[config.mk]
export PLATFORM = sky130hd
export DESIGN_NAME = thr_act_ctl
export DESIGN_NICKNAME = d
export VERILOG_FILES = /design/src/rtl/thr_act_ctl.sv
export SDC_FILE = /design/constraint.sdc
export NUM_CORES = 1
export LEC_CHECK = 0
export ABC_AREA = 1
export BUFFER_PORTS_ARGS = -buffer_cell sky130_fd_sc_hd__buf_2
export CAP_MARGIN = 40
export CELL_PAD_IN_SITES_DETAIL_PLACEMENT = 0
export CELL_PAD_IN_SITES_GLOBAL_PLACEMENT = 1
export CORE_ASPECT_RATIO = 0.8
export CORE_MARGIN = 4
export CORE_UTILIZATION = 41
export CTS_BUF_LIST = sky130_fd_sc_hd__clkbuf_4 sky130_fd_sc_hd__clkbuf_8
export CTS_CLUSTER_SIZE = 40
export DETAILED_ROUTE_END_ITERATION = 10
export PLACE_DENSITY = 0.87
export REMOVE_ABC_BUFFERS = 1
export SYNTH_ARGS = -nofsm -noshare
export SYNTH_HDL_FRONTEND = slang
export SYNTH_SLANG_ARGS = --single-unit
[constraint.sdc]
create_clock -name clk -period 3.5 [get_ports clk]
set_clock_uncertainty 0.2 [all_clocks]
set_input_delay 0.35 -clock clk [delete_from_list [all_inputs] [get_ports clk]]
set_output_delay 0.35 -clock clk [all_outputs]
set_load 0.01 [all_outputs]
[src/rtl/thr_act_ctl.sv]
module thr_act_ctl #(
  parameter int NTHR  = 4,
  parameter int DLY_W = 8,
  localparam int IDW  = (NTHR > 1) ? $clog2(NTHR) : 1
) (
  input  logic             clk,
  input  logic             rst_n,
  input  logic             upd_req,
  input  logic [DLY_W-1:0] delay_cfg,
  input  logic [IDW-1:0]   last_thr,
  input  logic             wr_en,
  input  logic [IDW-1:0]   wr_sel,
  input  logic             wr_halt,
  input  logic             wr_act,
  input  logic             wr_dyn,
  output logic [NTHR-1:0]  halt_o,
  output logic [NTHR-1:0]  act_o,
  output logic [NTHR-1:0]  dyn_o,
  output logic [NTHR-1:0]  run_o,
  output logic             busy_o
);

  localparam logic [IDW-1:0]  LAST_MAX = IDW'(NTHR - 1);
  localparam logic [NTHR-1:0] ONE_HOT0 = NTHR'(1);

  logic [NTHR-1:0]  halt_q, act_q, dyn_q, run_q, keep;
  logic             busy_q, eval_q;
  logic [DLY_W-1:0] cnt_q;
  logic [IDW-1:0]   idx_q, lim_q, lim_now;
  logic             accept;

  assign accept  = (upd_req | wr_en) & ~busy_q;
  assign lim_now = (last_thr > LAST_MAX) ? LAST_MAX : last_thr;

  for (genvar k = 0; k < NTHR; k++) begin : g_keep
    localparam logic [IDW:0] KV = (IDW+1)'(k);
    assign keep[k] = KV <= {1'b0, last_thr};
  end

  assign halt_o = halt_q;
  assign act_o  = act_q;
  assign dyn_o  = dyn_q;
  assign run_o  = run_q & keep;
  assign busy_o = busy_q;

  always_ff @(posedge clk) begin
    if (!rst_n) begin
      halt_q <= '0;
      act_q  <= ONE_HOT0;
      dyn_q  <= ~ONE_HOT0;
    end else if (wr_en) begin
      halt_q[wr_sel] <= wr_halt;
      act_q[wr_sel]  <= wr_act;
      dyn_q[wr_sel]  <= wr_dyn;
    end
  end

  always_ff @(posedge clk) begin
    if (!rst_n) begin
      busy_q <= 1'b0;
      eval_q <= 1'b0;
      cnt_q  <= '0;
      idx_q  <= '0;
      lim_q  <= '0;
      run_q  <= ONE_HOT0;
    end else if (accept) begin
      busy_q <= 1'b1;
      eval_q <= 1'b0;
      cnt_q  <= delay_cfg;
      idx_q  <= '0;
      lim_q  <= lim_now;
    end else if (busy_q) begin
      if (!eval_q) begin
        if (cnt_q == '0) eval_q <= 1'b1;
        else             cnt_q  <= cnt_q - 1'b1;
      end else begin
        run_q[idx_q] <= ~halt_q[idx_q] & act_q[idx_q];
        if (idx_q == lim_q) begin
          busy_q <= 1'b0;
          eval_q <= 1'b0;
        end else begin
          idx_q <= idx_q + 1'b1;
        end
      end
    end
  end

  AST_WRITE_LANDS: assert property (@(posedge clk) disable iff (!rst_n)
    wr_en |=> (act_q[$past(wr_sel)] == $past(wr_act) && halt_q[$past(wr_sel)] == $past(wr_halt)));
  AST_ACCEPT_BUSY: assert property (@(posedge clk) disable iff (!rst_n)
    (!busy_q && (upd_req || wr_en)) |=> busy_q);
  AST_END_ONLY_LAST: assert property (@(posedge clk) disable iff (!rst_n)
    $fell(busy_q) |-> $past(eval_q && idx_q == lim_q));
  AST_CNT_STEP: assert property (@(posedge clk) disable iff (!rst_n)
    (busy_q && !eval_q && cnt_q != '0) |=> (busy_q && !eval_q && cnt_q == $past(cnt_q) - 1'b1));
  AST_WAIT_TO_EVAL: assert property (@(posedge clk) disable iff (!rst_n)
    (busy_q && !eval_q && cnt_q == '0) |=> (eval_q && idx_q == '0));
  AST_IDLE_HOLD: assert property (@(posedge clk) disable iff (!rst_n)
    !busy_q |=> $stable(run_q));
  AST_HALT_STOPS: assert property (@(posedge clk) disable iff (!rst_n)
    (busy_q && eval_q && (halt_q[idx_q] || !act_q[idx_q])) |=> !run_q[$past(idx_q)]);

endmodule

## After elaboration in Yosys (flattened, before gate mapping)

Index checks and enable logic that the tools add are counted.

- Register bits after elaboration: 30
- Bits of input ports: 19
- Output and inout bits: 17
- Logic and storage cells: 62

- Add/sub/neg operators: 2
- Order comparisons: 8
- Eq/ne operators: 3
- Mux-type cells: 23
- Bitwise operators: 9
- Reductions and logical operators: 8

Operators with widths:

| operator | count |
|---|---|
| 8-bit 2-to-1 mux | 4 |
| 4-bit bitwise mux | 4 |
| 1-bit 2-to-1 mux | 10 |
| 3-bit AND reduction | 3 |
| 8-bit logical NOT | 1 |
| 8-bit by 1-bit subtractor with 8-bit output (second input constant) | 1 |
| 2-bit by 3-bit less-than comparator with 1-bit output (second input constant) | 2 |
| 1-bit inverter | 5 |
| 4-bit bitwise AND | 1 |
| 1-bit binary-select mux with 2-bit select | 2 |
| 1-bit demux with 2-bit select | 2 |
| 2-bit by 1-bit greater-or-equal comparator with 1-bit output (second input constant) | 2 |
| 2-bit less-or-equal comparator (first input constant) | 2 |
| 2-bit by 1-bit adder with 2-bit output (second input constant) | 1 |
| 1-bit bitwise AND | 2 |
| 2-bit equality test | 1 |
| 2-bit > comparator (second input constant) | 1 |
| 1-bit by 2-bit less-or-equal comparator with 1-bit output (first input constant) | 1 |
| 1-bit logical AND | 2 |
| 2-bit 2-to-1 mux | 1 |
| 2-bit by 1-bit != test with 1-bit output (second input constant) | 1 |
| 2-bit != test (second input constant) | 1 |
| 2-bit nonzero test | 1 |
| 2-bit OR reduction | 1 |
| 1-bit OR | 1 |

## Longest topological paths before layout

Gate-level depths: netlist of run 1.

- Word-level depth: 5
- Depth in mapped cells: 10

## Worst setup path after synthesis of run 1

OpenSTA, ideal clock, no wires.

- Path type: register to register
- From: register cnt_q[0]
- To: register cnt_q[6]
- Arrival: 1.283 ns
- Data required time: 3.186 ns
- Path slack: 1.903 ns
- Stages on the path, launching flop included: 10
- Period minus slack after synthesis: 1.597 ns
- Cells stage by stage: dfxtp_1 > inv_1 > ha_1 > nand2_1 > nor2_1 > nand3_1 > nand3_2 > buf_6 > a21oi_1 > nor2_1

- Word-level cells in the longest chain between the ends: 5
- Elaborated cells between the ends (all ways): 8

RTL lines:

| what | line | source |
|---|---|---|
| start: declaration | 28 | `logic [DLY_W-1:0] cnt_q;` |
| start signal: assignment | 69 | `cnt_q <= delay_cfg;` |
| start signal: assignment | 75 | `else cnt_q <= cnt_q - 1'b1;` |
| 8-bit by 1-bit subtractor with 8-bit output | 75 |  |
| 8-bit 2-to-1 mux | 74 | `if (cnt_q == '0) eval_q <= 1'b1;` |
| 8-bit 2-to-1 mux | 73 | `if (!eval_q) begin` |
| 8-bit 2-to-1 mux | 72 | `end else if (busy_q) begin` |
| 8-bit 2-to-1 mux | 66 | `end else if (accept) begin` |

Parallel ways exist; a longest one is shown, timed or not. The select of a mux whose other input is x is not followed.
A chain may end at the register's enable or synchronous reset.

## Final worst setup path of run 1

Same ends and word-level chain as after synthesis.

==> metrics.yaml, run 1 <==
placed_area_um2: 1750
die_area_um2: 4930
critical_path.cell_chain: "inv_1, ha_1, nand2_1, nor2_1, nand3_1, nand3_2, a21oi_1, nor2_1"
row_count: 19
final_area_um2: 1850
worstRegToRegCells: 8
drv_cap: 0
holdBufCountCts: 0
antenna_found_initial: 0
status: "finished, final reports clean"
netlist_area_um2: 1580
wire_per_inst_um: 11.4
worstPathArrival_ps: 1810
cts_made_buffers: 5
finalHoldViolations: 0
port_buffers: 35
antenna_left: 0
fin_tns_setup_ps: 0
rr_startpoint: "cnt_q[0]"
ys_types: 27
endpoint_kind: "flop"
finalNetCount: 297
drc_errors: 0
track_usage_pct: 15.7
drt_first_pass_iters: 4
num_antenna_cells: 0
max-clock-path-buffers: 2
cts_tree: "yes"
hp-start: "wr_dyn"
clk-insertion-delay-late_ps: 280
slew_viol_final: 0
peakVddDrop_mv: 0.228
root_buffer: "clkbuf_8"
crit_path_top_delay_cell: "dfxtp_1"
netlist.area_leader.share_pct: 37.9
reg2reg_to: "cnt_q[6]"
hold_class: "in -> reg"
postCtsSetupBuffers: 0
whs_path_depth: 3
place_worst_setup_slack_ps: 1560
grt_pass1_vias: 1329
crit_type: "reg -> reg"
yosysSeqAreaShare_pct: 37.9
htreeDepth: 2
final.fill_count: 366
die_h_um: 63.6
synth_seq_cells: 30
p_per_area_nw_per_um2: 496
grt_pass1_wl_um: 6190
ios: 36
dpl.hpwl_um: 2720
worst_pin_slew_ps: 513
final_cells: 316
yosys-top-cells-area: "dfxtp_1 (38%), nand2_1 (15%), nor2_1 (9.5%)"
syn_area_per_cell_um2: 6.68
grt_max_degree: 26
relSlewSlack_pct: 65.8
cp.required_ps: 3470
cpPeakStageDelay_ps: 340
place_inst: 308
vias: 1532
finalWorstSetupSlack_ps: 1660
reg2reg_slack_ps: 1660
min_to: "dyn_o[1]"
path_buf_inv: 1
critPathTopFamily: "simple AND/OR/NAND/NOR gates"
yosys.area.top_type: "dfxtp_1"
wirelength_um: 3620
period_share_pct: 52.5
core_area_um2: 3570
area_growth_syn_to_layout_pct: 16.7
viasPerCell: 4.85
yosysWarnings: 0
drive_above_1_share_pct: 18.6
dieWidth_um: 77.5
start_util_pct: 44.4
p_leak_nw: 0.943
min_period_ps: 1840
drtIter0Drc: 96
rsz0062_at_grt: "no"
grt_overflow_total: 0
synthCells: 237
startpoint_type: "flop"
hold_ws_ps: 131
clkTransAtPathRegs_ps: 70
cts_resized: 0
setup_viol: 0
crit_top_cell: "nor2_1"
clkSinkCount: 30
place_congestion: 0.774
fmax_ghz: 0.545
cp_max_fo: 15
[metal layers]
layer | track usage (%) | part of all wire, %
met3 | 4.42 | 4.6
met2 | 22.0 | 40
met1 | 22.5 | 54
met5 | 0 | 0
met4 | 6.00 | 1.3
[cell type report]
type / count / area, um^2 / share of cell area, %
clock buffer: 7 / 90.1 / 4.87
clock inverter: 1 / 5.00 / 0.271
inverter: 29 / 109 / 5.89
multi-input combinational: 172 / 816 / 44.1
sequential: 30 / 601 / 32.5
tap: 42 / 52.6 / 2.84
timing repair buffer: 35 / 175 / 9.48
[placed cells by master (no fill, tap or decap)]
cell       n
inv_2      2
nor3b_1    1
nand2_1   63
o21ai_1    1
nand3_2    1
clkinv_2   1
clkbuf_4   1
o21ai_2    3
a31oi_1    1
nor2_1    40
a21oi_1   11
ha_1       5
nand3_1   20
nor2_4     1
buf_2     35
inv_1     27
nor3_1     1
xnor2_1    2
o21ai_0   15
and3_1     1
dfxtp_1   30
a21boi_1   1
nand4_1    2
o21a_1     1
or2_2      1
o211ai_1   1
clkbuf_8   6
[power by group]
group	internal (mW)	switching [mW]
registers	0.372	0.0231
logic	0.0811	0.141
clock network	0.166	0.133
total	0.619	0.297
[through the flow]
stage,power (mW),utilization (%)
floorplan,0.561,-
global placement,0.623,49.2
detailed placement,0.625,49.2
CTS,0.923,51.8
global route,0.982,51.8
finish,0.916,51.8
[how the worst max path moves through the flow]
stage,slack [ps],cells after the start,startpoint,endpoint
finish,1660,8,cnt_q[0],cnt_q[6]
global route,1480,8,cnt_q[0],cnt_q[6]
CTS,1650,8,cnt_q[0],cnt_q[6]
detailed placement,1560,7,wr_en,cnt_q[5]
global placement,1610,7,wr_en,cnt_q[6]
floorplan,1920,8,cnt_q[0],cnt_q[6]
[worst register-to-register path: stages (launching register included)]
cell,delay [ps]
dfxtp_1,340
inv_1,120
ha_1,260
nand2_1,100
nor2_1,50
nand3_1,130
nand3_2,270
a21oi_1,230
nor2_1,50
[cells by family after synthesis]
kind of cell,after synthesis,share of synthesized area [%]
buffers and inverters,35,10.6
AOI/OAI and AO/OA,34,12.0
and+or+nand+nor,131,34.4
xor gates and xnor gates,2,1.11
adders and majority gates,5,3.95
DFF,30,37.9
[registers in the layout (all words and copies together), names as in the netlist]
signal	cells
lim_q	2
act_o	4
cnt_q	8
dyn_o	4
halt_o	4
eval_q	1
run_q	4
idx_q	2
busy_o	1
[Yosys cell counts]
master    instances
xnor2_1           2
ha_1              5
nor3b_1           1
clkbuf_8          1
o21ai_0          15
a21oi_1          11
a21boi_1          1
or2_2             1
inv_2             2
buf_6             3
o211ai_1          1
and3_1            1
inv_1            27
a31oi_1           1
nor2_4            1
nor2_1           40
o21a_1            1
nand3_2           1
o21ai_2           3
dfxtp_1          30
buf_4             1
clkbuf_1          1
nand4_1           2
o21ai_1           1
nor3_1            1
nand2_1          63
nand3_1          20
Note: power is estimated with default switching activity, not from simulation.
==> run 2: changes to the inputs <==
--- a/config.mk
+++ b/config.mk
@@ -5,7 +5,7 @@
 export SDC_FILE = /design/constraint.sdc
 export NUM_CORES = 1
 export LEC_CHECK = 0
-export ABC_AREA = 1
+export ABC_AREA = 0
 export BUFFER_PORTS_ARGS = -buffer_cell sky130_fd_sc_hd__buf_2
 export CAP_MARGIN = 40
 export CELL_PAD_IN_SITES_DETAIL_PLACEMENT = 0
@@ -16,7 +16,7 @@
 export CTS_BUF_LIST = sky130_fd_sc_hd__clkbuf_4 sky130_fd_sc_hd__clkbuf_8
 export CTS_CLUSTER_SIZE = 40
 export DETAILED_ROUTE_END_ITERATION = 10
-export PLACE_DENSITY = 0.87
+export PLACE_DENSITY = 0.82
 export REMOVE_ABC_BUFFERS = 1
 export SYNTH_ARGS = -nofsm -noshare
 export SYNTH_HDL_FRONTEND = slang
==> constraint.sdc (replaced) <==
create_clock -name clk -period 1.74 [get_ports clk]
set_clock_uncertainty 0.2 [all_clocks]
set_input_delay 0.174 -clock clk [delete_from_list [all_inputs] [get_ports clk]]
set_output_delay 0.174 -clock clk [all_outputs]
set_load 0.01 [all_outputs]
==> run 2 against run 1 <==
Against the previous run:
- the run now ends with setup timing left
- via count down 7.8%
- synthesized area down 5.6%
- cell count down 14%
- wire length up 5.9%
- critical endpoint is now cnt_q[4]
- largest cell class unchanged
==> metrics.yaml, run 2 <==
yosysSeqAreaShare_pct: 40.2  # +2.3 points
area_growth_syn_to_layout_pct: 39.2
start_util_pct: 43.1  # -1.3 points
synth_edf_count: 0  # unchanged
max-clock-path-buffers: 2  # unchanged
ys.flop_type: "dfxtp_1"
p_leak_nw: 0.937  # -0.68%
dieWidth_um: 75.5  # -2.6%
place_congestion: 0.889  # +15%
cts_tree: "yes"
cp.required_ps: 1710  # -1760 ps
period_share_pct: 106  # +53 points
netlist_area_um2: 1500  # -5.6%
root_buffer: "clkbuf_8"
clkTransAtPathRegs_ps: 70  # about the same
setup_viol: 5  # +5
multiInputGateArea_um2: 892  # +9.4%
cp_max_fo: 3  # -12
worst_pin_slew_ps: 783  # +270 ps
fmax_ghz: 0.544  # about the same
finalHoldViolations: 0  # unchanged
p_per_area_nw_per_um2: 843  # +70%
drt-met1-wl_um: 1620  # -17%
worstRegToRegCells: 4  # -4
grt_pass1_vias: 1356  # +2.0%
drc_errors: 0  # unchanged
crit_type: "reg -> reg"
dpl.hpwl_um: 2690  # -0.74%
hold_ws_ps: 18.0  # -113 ps
wl_met3_um: 172  # +4.2%
place_worst_setup_slack_ps: -142  # -1710 ps
antenna_found_initial: 0  # unchanged
rsz0062_at_grt: "yes"
wirelength_um: 3830  # +5.9%
largest_reg_flops: 8  # unchanged
grt_overflow_total: 0  # unchanged
hold_class: "in -> reg"
drive_above_1_share_pct: 33.9  # +15 points
yosys.area.top_type: "dfxtp_1"
core_area_um2: 3470  # -2.7%
yosysWarnings: 0  # unchanged
die_h_um: 62.0  # -2.5%
drtIter0Drc: 79  # -18%
ys_types: 36  # +33%
slew_viol_final: 0  # unchanged
cts_made_buffers: 5  # unchanged
met2_length_um: 1980  # +37%
top_register: "cnt_q"
row_count: 19  # unchanged
relSlewSlack_pct: 47.7  # -18 points
synthCells: 166  # -30%
viasPerCell: 5.19  # +7.1%
synth.top_cells.by_count: "dfxtp_1 (30), nand2_1 (19), nor2_1 (16), mux2i_1 (14), nand3_1 (10)"
startpoint_type: "flop"
top_layer_used: "met4"
status: "complete, but fails checks"
drv_cap: 0  # unchanged
endpoint_kind: "flop"
finalWorstSetupSlack_ps: -96.7  # -1760 ps
num_antenna_cells: 0  # unchanged
worstPathArrival_ps: 1810  # about the same
final.fill_count: 298  # -19%
grt_pass1_wl_um: 6120  # -1.1%
drt_first_pass_iters: 4  # unchanged
synth_seq_cells: 30  # unchanged
clk-insertion-delay-late_ps: 280  # about the same
min_period_ps: 1840  # +0.535 ps
antenna_left: 0  # unchanged
synthArstFlopShare_pct: 0  # unchanged
ios: 36  # unchanged
netlist.area_leader.share_pct: 40.2  # +2.3 points
finalNetCount: 253  # -15%
htreeDepth: 2  # unchanged
regArea_um2: 603  # +0.42%
syn_area_per_cell_um2: 9.01  # +35%
vias: 1412  # -7.8%
clkSinkCount: 30  # unchanged
yosys-top-cells-area: "dfxtp_1 (40%), mux2i_1 (9.4%), nand2_1 (4.8%)"
final_cell_mix: "buf_2 (35), dfxtp_1 (28), nand2_1 (19), nor2_1 (16), buf_4 (15)"
grt_max_degree: 15  # -42%
die_area_um2: 4680  # -5.0%
port_buffers: 35  # unchanged
wire_per_inst_um: 14.1  # +23%
track_usage_pct: 17.5  # +1.8 points
synth.most_common_cell: "dfxtp_1"
failed_checks: "setup timing"
whs_path_depth: 3  # unchanged
peakVddDrop_mv: 0.487  # +110%
final_common_cell: "buf_2"
run 2: logic make-up after synthesis:
kind of cell / share of synthesized area [%]
compound gates: 14.1
xor+xnor: 3.52
mux: 10.9
fa+ha+maj: 4.18
flops: 40.2
simple gates: 22.8
buf+inv: 4.27
run 2: metal layers:
layer  vias to the layer above  global-route usage (%)
met2                        31                    30.3
met5                         -                       0
met1                       664                    21.1
li1                        710                       -
met3                         7                    3.70
met4                         0                    7.98
run 2: worst max-delay path, stage by stage, from the launching register on:
cell	delay, ps
dfxtp_2	320
or4_4	560
o311a_4	350
a211oi_2	240
nor3_2	60
run 2: where the power goes:
part	leakage (nW)	internal [mW]	switching, mW
logic	0.639	0.204	0.202
registers	0.246	0.728	0.0277
clock network	0.0517	0.334	0.260
run 2: stage by stage:
| step | cell area (um^2) | util, % | instances | TNS (ps) | power (mW) |
|---|---|---|---|---|---|
| floorplan | 1450 | - | 159 | -374 | 0.954 |
| global placement | 1790 | 51.6 | 251 | -219 | 1.08 |
| detailed placement | 1790 | 51.6 | 251 | -408 | 1.09 |
| CTS | 2030 | 58.5 | 271 | -151 | 1.72 |
| global route | 2080 | 59.9 | 272 | -700 | 1.83 |
| finish | 2080 | 59.9 | 272 | -241 | 1.75 |
run 2: area by class of cell:
cell class                 instances  share of cell area (%)
multi-input combinational        124                    42.9
sequential                        30                    29.0
timing repair buffer              63                    20.1
clock buffer                       7                    4.33
tap                               42                    2.53
inverter                           5                   0.902
clock inverter                     1                   0.241
run 2: final timing paths:
| check | start | end | slack, ps |
|---|---|---|---|
| hold / removal | delay_cfg[5] | cnt_q[5] | 20 |
| setup / recovery | cnt_q[2] | cnt_q[4] | -100 |
| setup reg to reg | cnt_q[2] | cnt_q[4] | -100 |
| hold reg to reg | run_q[2] | run_q[2] | 250 |
run 2: what timing repair did:
| action | 4_1_cts | 5_1_grt |
|---|---|---|
| pin swaps | 1 | 5 |
| hold buffers | 12 | 0 |
| gates resized for setup | 5 | 11 |
| setup buffers | 0 | 1 |
| endpoints found under the setup margin | 6 | 8 |
| hold endpoints to repair | 16 | 0 |
==> run 3: changes to the inputs <==
--- a/config.mk
+++ b/config.mk
@@ -6,7 +6,7 @@
 export NUM_CORES = 1
 export LEC_CHECK = 0
 export ABC_AREA = 0
-export BUFFER_PORTS_ARGS = -buffer_cell sky130_fd_sc_hd__buf_2
+export BUFFER_PORTS_ARGS = -buffer_cell sky130_fd_sc_hd__buf_4
 export CAP_MARGIN = 40
 export CELL_PAD_IN_SITES_DETAIL_PLACEMENT = 0
 export CELL_PAD_IN_SITES_GLOBAL_PLACEMENT = 1
@@ -16,6 +16,7 @@
 export CTS_BUF_LIST = sky130_fd_sc_hd__clkbuf_4 sky130_fd_sc_hd__clkbuf_8
 export CTS_CLUSTER_SIZE = 40
 export DETAILED_ROUTE_END_ITERATION = 10
+export MAX_ROUTING_LAYER = met4
 export PLACE_DENSITY = 0.82
 export REMOVE_ABC_BUFFERS = 1
 export SYNTH_ARGS = -nofsm -noshare
==> run 3 against run 2 <==
Against the previous run:
- the run still ends with setup timing left
- combinational power grew 10%
- flip-flop and latch count unchanged
- count of clock-buffer cells in the layout unchanged
- non-clock buffer count did not move
- register-to-register slack got worse by 30 ps
- maximum frequency fell by 1.8%
- critical endpoint unchanged
==> metrics.yaml, run 3 (synthesis gave the netlist of run 2 again) <==
startpoint_type: "flop"
htreeDepth: 2  # unchanged
cpPeakStageDelay_ps: 550  # about the same
place_inst: 250  # -0.40%
seqPwrFrac_pct: 42.0  # -1.0 points
relSlewSlack_pct: 49.5  # +1.9 points
start_util_pct: 43.1  # unchanged
drt_first_pass_iters: 4  # unchanged
clkSinkCount: 30  # unchanged
clk-insertion-delay-late_ps: 280  # about the same
viasPerCell: 5.14  # -0.92%
track_usage_pct: 19.1  # +1.5 points
place_congestion: 0.936  # +5.3%
row_count: 19  # unchanged
final_cells: 272  # unchanged
period_share_pct: 107  # +1.9 points
status: "complete, but fails checks"
worst_pin_slew_ps: 755  # -28.0 ps
finalNetCount: 253  # unchanged
cts_made_buffers: 5  # unchanged
min_period_ps: 1870  # +33.2 ps
critical_path.cell_chain: "or4_4, o311a_4, a211oi_4, nor3_2"
total_power_mw: 1.81  # +2.9%
setup_viol: 5  # unchanged
largest_reg_flops: 8  # unchanged
clkPwrFrac_pct: 33.3  # -0.5 points
drtIter0Drc: 41  # -48%
grt_pass1_wl_um: 6310  # +3.2%
finalHoldViolations: 0  # unchanged
num_antenna_cells: 0  # unchanged
endpoint_kind: "flop"
drv_cap: 0  # unchanged
peakVddDrop_mv: 0.555  # +14%
hold_class: "in -> reg"
rsz0062_at_grt: "yes"
p_int_mw: 1.30  # +2.5%
vias: 1399  # -0.92%
wire_per_inst_um: 14.6  # +3.5%
combPwrFrac_pct: 24.7  # +1.6 points
grt_pass1_vias: 1372  # +1.2%
die_h_um: 62.0  # unchanged
root_buffer: "clkbuf_8"
slew_viol_final: 0  # unchanged
drc_errors: 0  # unchanged
antenna_found_initial: 0  # unchanged
fmax_ghz: 0.535  # -1.8%
ios: 36  # unchanged
max-clock-path-buffers: 2  # unchanged
worstPathArrival_ps: 1840  # +30 ps
finish.utilization_pct: 62.8  # +2.8 points
final.fill_count: 294  # -1.3%
core_area_um2: 3470  # unchanged
port_buffers: 35  # unchanged
top_register: "cnt_q"
grt_max_degree: 18  # +3
dpl.hpwl_um: 2760  # +2.3%
switching_share_pct: 28.2  # +0.31 points
final_common_cell: "buf_4"
p_per_area_nw_per_um2: 829  # -1.7%
cp.required_ps: 1710  # about the same
die_area_um2: 4680  # unchanged
clkTransAtPathRegs_ps: 60  # about the same
area_growth_syn_to_layout_pct: 45.7
drive_above_1_share_pct: 34.8  # +0.87 points
wirelength_um: 3970  # +3.5%
crit_type: "reg -> reg"
finalWorstSetupSlack_ps: -130  # -33.2 ps
grt_overflow_total: 0  # unchanged
dieWidth_um: 75.5  # unchanged
crit_path_top_delay_cell: "or4_4"
cp_max_fo: 3  # unchanged
failed_checks: "setup timing"
switching_power_mw: 0.509  # +4.0%
final_cell_mix: "buf_4 (51), dfxtp_1 (28), nand2_1 (19), nor2_1 (16), mux2i_1 (14)"
p_leak_nw: 0.963  # +2.8%
cts_tree: "yes"
antenna_left: 0  # unchanged
run 3: cell type report:
cell class | instances | area [um^2] | share of cell area [%]
clock inverters | 1 | 5.00 | 0.230
clock buffers | 7 | 90.1 | 4.14
inverters | 5 | 18.8 | 0.862
well taps | 42 | 52.6 | 2.41
repair buffers | 63 | 504 | 23.1
multi-input cells | 124 | 905 | 41.5
flip-flops and latches | 30 | 603 | 27.7
run 3: timing repair:
action                     in CTS  in global routing
resized for setup               8                 10
buffers inserted                2                  1
setup endpoints to repair       6                  9
hold buffers                   11                  0
pin swaps                       4                  5
hold endpoints to repair       19                  0
run 3: metal layers:
metal  GRT usage (%)  part of all wire (%)
met3            4.34                   4.1
met5               -                     0
met4            9.98                   2.3
met1            22.5                    44
met2            30.5                    49
run 3: power by group through the flow:
stage / combinational, mW / clock [mW] / sequential (mW)
floorplan: 0.173 / 0 / 0.780
global placement: 0.335 / 0 / 0.765
detailed placement: 0.344 / 0 / 0.768
CTS: 0.396 / 0.613 / 0.756
global route: 0.483 / 0.632 / 0.763
finish: 0.447 / 0.601 / 0.758
run 3: final timing paths:
kind                            slack [ps]    startpoint  cells past startpoint  endpoint
worst min-delay path                    20  delay_cfg[0]                      3  cnt_q[0]
worst max-delay path                  -130      cnt_q[4]                      4  cnt_q[4]
worst max register to register        -130      cnt_q[4]                      4  cnt_q[4]
worst min register to register         250      run_q[2]                      2  run_q[2]
run 3: worst max-delay path, delay by kind of cell, from the launching register on:
| kind | cells | cell delay (ps) |
|---|---|---|
| simple gates | 2 | 610 |
| compound gates | 2 | 630 |
| flops | 1 | 320 |
run 3: through the flow:
stage	setup TNS [ps]	instance area [um^2]	worst slack, ps	hold WS, ps
after floorplan	-374	1450	-112	35.9
after detailed placement	-463	1870	-155	230
after CTS	-111	2120	-79.5	17.6
after global routing	-691	2180	-155	45.9
final	-467	2180	-130	15.4
after global placement	-222	1870	-84.6	220
